**config.mk**
```make
export PLATFORM = sky130hd
export DESIGN_NAME = wdt_toggle_top
export DESIGN_NICKNAME = d
export VERILOG_FILES = /design/src/rtl/wdt_pkg.sv /design/src/rtl/wdt_sync.sv /design/src/rtl/wdt_edge_det.sv /design/src/rtl/wdt_counter.sv /design/src/rtl/wdt_toggle_top.sv
export SDC_FILE = /design/constraint.sdc
export NUM_CORES = 1
export LEC_CHECK = 0
export BUFFER_PORTS_ARGS = -buffer_cell sky130_fd_sc_hd__buf_2
export CORE_UTILIZATION = 50
export CTS_CLUSTER_DIAMETER = 80
export DETAILED_ROUTE_END_ITERATION = 12
export PLACE_DENSITY = 0.75
export SYNTH_ARGS = -nofsm -noshare
export SYNTH_HDL_FRONTEND = slang
export SYNTH_SLANG_ARGS = --single-unit
```
**constraint.sdc**
```tcl
create_clock -name clk -period 2.05 [get_ports clk]
set_clock_uncertainty 0.05 [all_clocks]
set_input_delay 0.1025 -clock clk [delete_from_list [all_inputs] [get_ports clk]]
set_output_delay 0.1025 -clock clk [all_outputs]
set_load 0.02 [all_outputs]
```
**src/rtl/wdt_pkg.sv**
```systemverilog
package wdt_pkg;

    typedef enum logic [0:0] {
        WD_RUN  = 1'b0,
        WD_WAIT = 1'b1
    } wd_state_e;

    typedef struct packed {
        logic       clear;
        logic       advance;
    } wd_cmd_t;

    function automatic wd_cmd_t wd_decode(input logic held, input logic edge_seen,
                                          input logic strobe);
        wd_cmd_t c;
        c.clear   = held | edge_seen;
        c.advance = strobe & ~c.clear;
        return c;
    endfunction

endpackage

```
**src/rtl/wdt_sync.sv**
```systemverilog
module wdt_sync #(
    parameter int STAGES = 2
) (
    input  logic clk,
    input  logic rst,
    input  logic d_async,
    output logic q_sync
);
    logic [STAGES-1:0] chain_q;

    generate
        for (genvar i = 0; i < STAGES; i++) begin : g_stage
            if (i == 0) begin : g_first
                always_ff @(posedge clk) begin
                    if (rst) chain_q[0] <= 1'b0;
                    else     chain_q[0] <= d_async;
                end
            end else begin : g_rest
                always_ff @(posedge clk) begin
                    if (rst) chain_q[i] <= 1'b0;
                    else     chain_q[i] <= chain_q[i-1];
                end
            end
        end
    endgenerate

    assign q_sync = chain_q[STAGES-1];
endmodule

```
**src/rtl/wdt_edge_det.sv**
```systemverilog
module wdt_edge_det (
    input  logic clk,
    input  logic rst,
    input  logic level,
    output logic any_edge
);
    logic prev_q;

    always_ff @(posedge clk) begin
        if (rst) prev_q <= 1'b0;
        else     prev_q <= level;
    end

    assign any_edge = level ^ prev_q;
endmodule

```
**src/rtl/wdt_counter.sv**
```systemverilog
module wdt_counter
    import wdt_pkg::*;
#(
    parameter int TIMEOUT = 1600
) (
    input  logic                              clk,
    input  logic                              rst,
    input  logic                              tick,
    input  logic                              kick_edge,
    input  logic                              sys_rst_active,
    output logic [$clog2(TIMEOUT+1)-1:0]      cnt_o,
    output logic                              expire_o
);
    localparam int CW = $clog2(TIMEOUT + 1);
    localparam logic [CW-1:0] LAST = CW'(TIMEOUT - 1);

    wd_state_e state_q;
    logic [CW-1:0] cnt_q;
    logic expire_q;
    wd_cmd_t cmd;

    always_comb cmd = wd_decode(state_q == WD_WAIT, kick_edge, tick);

    always_ff @(posedge clk) begin
        if (rst) begin
            state_q  <= WD_RUN;
            cnt_q    <= '0;
            expire_q <= 1'b0;
        end else begin
            expire_q <= 1'b0;
            if (sys_rst_active) begin
                state_q <= WD_RUN;
                cnt_q   <= '0;
            end else if (cmd.clear) begin
                cnt_q <= '0;
            end else if (cmd.advance) begin
                if (cnt_q == LAST) begin
                    expire_q <= 1'b1;
                    cnt_q    <= '0;
                    state_q  <= WD_WAIT;
                end else begin
                    cnt_q <= cnt_q + 1'b1;
                end
            end
        end
    end

    assign cnt_o    = cnt_q;
    assign expire_o = expire_q;
endmodule

```
**src/rtl/wdt_toggle_top.sv**
```systemverilog
module wdt_toggle_top #(
    parameter int TIMEOUT     = 1600,
    parameter int SYNC_STAGES = 2
) (
    input  logic clk,
    input  logic rst,
    input  logic tick,
    input  logic kick_async,
    input  logic sys_rst_active,
    output logic expire
);
    localparam int CW = $clog2(TIMEOUT + 1);

    logic          kick_s;
    logic          kick_edge;
    logic [CW-1:0] cnt_w;

    wdt_sync #(.STAGES(SYNC_STAGES)) u_sync (
        .clk(clk), .rst(rst), .d_async(kick_async), .q_sync(kick_s)
    );

    wdt_edge_det u_edge (
        .clk(clk), .rst(rst), .level(kick_s), .any_edge(kick_edge)
    );

    wdt_counter #(.TIMEOUT(TIMEOUT)) u_cnt (
        .clk(clk), .rst(rst), .tick(tick), .kick_edge(kick_edge),
        .sys_rst_active(sys_rst_active), .cnt_o(cnt_w), .expire_o(expire)
    );
endmodule

```
==> impl_metrics.toml <==
[synthesis]
netlist_area_sq_um = 728
synth_top_area_cell = "dfxtp_1"
synth_nets = 82
syn-instance-count = 76
synth_area_leaders = "dfxtp_1, xnor2_1, nor2_1, nand3_1, nand4_1"
synth_cell_type_count = 26
ys_seq_area_frac = 0.440
synth-seq-cells = 16
avgSynthCellArea_sq_um = 9.58
synth_warnings = 0
synth_top_area_share = 0.440

[global_routing]
grt_pass1_vias = 468
top_usage_layer = "met1"
grt_antenna_before_repair = 0
track_usage = 0.204
use_met2 = 0.258
grt_overflow = 0
grt_use_met3 = 0.0667
grt.met1_usage = 0.279
grt_first_pass_wirelength_mm = 2.09
grt_max_degree = 11

[placement]
port_buffers = 5
post-dp-hpwl_um = 992
placed_area_sq_um = 761
gp_congestion = 0.854

[floorplan]
ios = 6
die_area_sq_um = 1610
rows = 13
die_height_um = 40.2
fp.dieW_um = 40.2
core_sq_um = 1330
start_util = 0.546

[route]
drt_iter0_drc = 16
wl_per_cell_um = 13.7
route.vias.total = 595
drt-total-wl_mm = 1.40
drc = 0
firstDrtPassIters = 4
postRouteAntennaNets = 0
via_per_inst = 5.83

[clock_tree]
cts_buffer_depth = 2
holdBufCountCts = 3
htreeDepth = 1
path_clk_slew_ps = 90
clock_sinks = 16
numCtsBuffers = 3
cts_tree = "yes"
clock-root-buffer = "clkbuf_4"
ctsResizeCount = 0
clk_latency_ps = 290
cts_setup_buffers = 0

[finish]
drive_gt1_frac = 0.149
postLayoutCellArea_sq_um = 827
final_util = 0.620
antenna_cells = 0
final_common_cell = "dfxtp_1"
nFillCells = 119
final_cell_mix = "dfxtp_1, nor2_1, xnor2_1"
nets = 94
area_growth_pct = 13.6

[setup_path]
path_class = "register to register"
worst_ep_arrival_time_ps = 1780
cp-start-kind = "register"
cp-end-kind = "register"
r2r_slack_ps = 420
crit_path_max_fanout = 6
required_ps = 2200

[power_and_ir_drop]
powerDensity_nw_per_um2 = 676
p_leak_uw = 0.000272
peakVddDrop_uv = 357

[sta]
finalSetupTns_ps = 0
max_freq_mhz = 612
rsz0062_at_grt = "false"
setup_viol = 0
holdWs_ps = 60.7
min_period_ps = 1630
period_share = 0.796
finalHoldViolations = 0
worst_pin_slew_ps = 494
slew_viol_final = 0
slew_headroom = 0.666

[run_status]
status = "completed"

[job]
cap_violations = 0

[worst_hold_path]
hp-class = "input port to register"
[path summary, 6_finish.rpt]
| check | start | endpoint | depth (start not counted) |
|---|---|---|---|
| max | u_cnt.cnt_o[0] | u_cnt.state_q | 4 |
| min | tick | u_cnt.cnt_o[0] | 2 |
| max reg2reg | u_cnt.cnt_o[0] | u_cnt.state_q | 4 |
| min reg2reg | u_sync.chain_q[0] | u_sync.q_sync | 1 |
[per-layer routing]
layer	routed length, um	up-vias
met5	0	-
met4	36	0
met3	62	5
met2	627	23
met1	675	272
li1	-	295
[critical path, cell delays in order (launching register included)]
cell and delay [ps]:
dfxtp_1 420, ha_1 270, and4_1 260, nand4_1 220
a211oi_1 320
[power by group]
| group | total, uW | switching, uW | leakage (uW) | internal (uW) |
|---|---|---|---|---|
| registers | 318 | 3.52 | 0.000129 | 314 |
| logic | 31.7 | 16.6 | 0.000121 | 15.1 |
| clock network | 210 | 101 | 0.0000210 | 108 |
| total | 559 | 122 | 0.000272 | 438 |
[state kept, by name, indices dropped and copies added, names as in the netlist]
register / count
u_sync.chain_q: 1
u_cnt.cnt_o: 11
u_cnt.expire_o: 1
u_sync.q_sync: 1
u_cnt.state_q: 1
u_edge.prev_q: 1
[logic make-up (layout without fill, tap and decap cells)]
kind of cell | count (synthesis) | after routing | synth area share
and+or+nand+nor | 42 | 42 | 0.344
buffers and inverters | 2 | 13 | 0.0206
DFF | 16 | 16 | 0.440
adders and majority gates | 1 | 1 | 0.0172
AOI/OAI and AO/OA | 4 | 4 | 0.0361
xor gates and xnor gates | 11 | 11 | 0.143
[cell usage after synthesis]
cell type and instances:
dfxtp_1 16, nor2_1 10, xnor2_1 9, nand3_1 6, nand4_1 4, nor4_1 4
nor2b_1 3, nor3_1 3, nand2_1 2, nor3b_1 2, nor4b_1 2, a211oi_1 1
a21oi_1 1, a31o_2 1, and4_1 1, and4b_1 1, buf_6 1, ha_1 1
inv_1 1, nand2b_1 1, nand2b_4 1, nand4b_1 1, o21ai_0 1, or4_4 1
xor2_1 1, xor2_2 1
[per-stage QoR]
stage               total power [uW]  std cells  setup slack (ps)
floorplan                        343         76               589
global placement                 351         95               565
detailed placement               352         95               529
CTS                              557        102               512
global route                     578        102               375
finish                           559        102               417
[area by class of cell]
| type | instances | area [sq um] | area share |
|---|---|---|---|
| Multi-Input combinational cell | 58 | 393 | 0.475 |
| Clock buffer | 4 | 36.3 | 0.0439 |
| Timing Repair Buffer | 8 | 55.1 | 0.0666 |
| Inverter | 1 | 3.75 | 0.00454 |
| Tap cell | 15 | 18.8 | 0.0227 |
| Sequential cell | 16 | 320 | 0.387 |
Note: power is estimated with default switching activity, not from simulation.
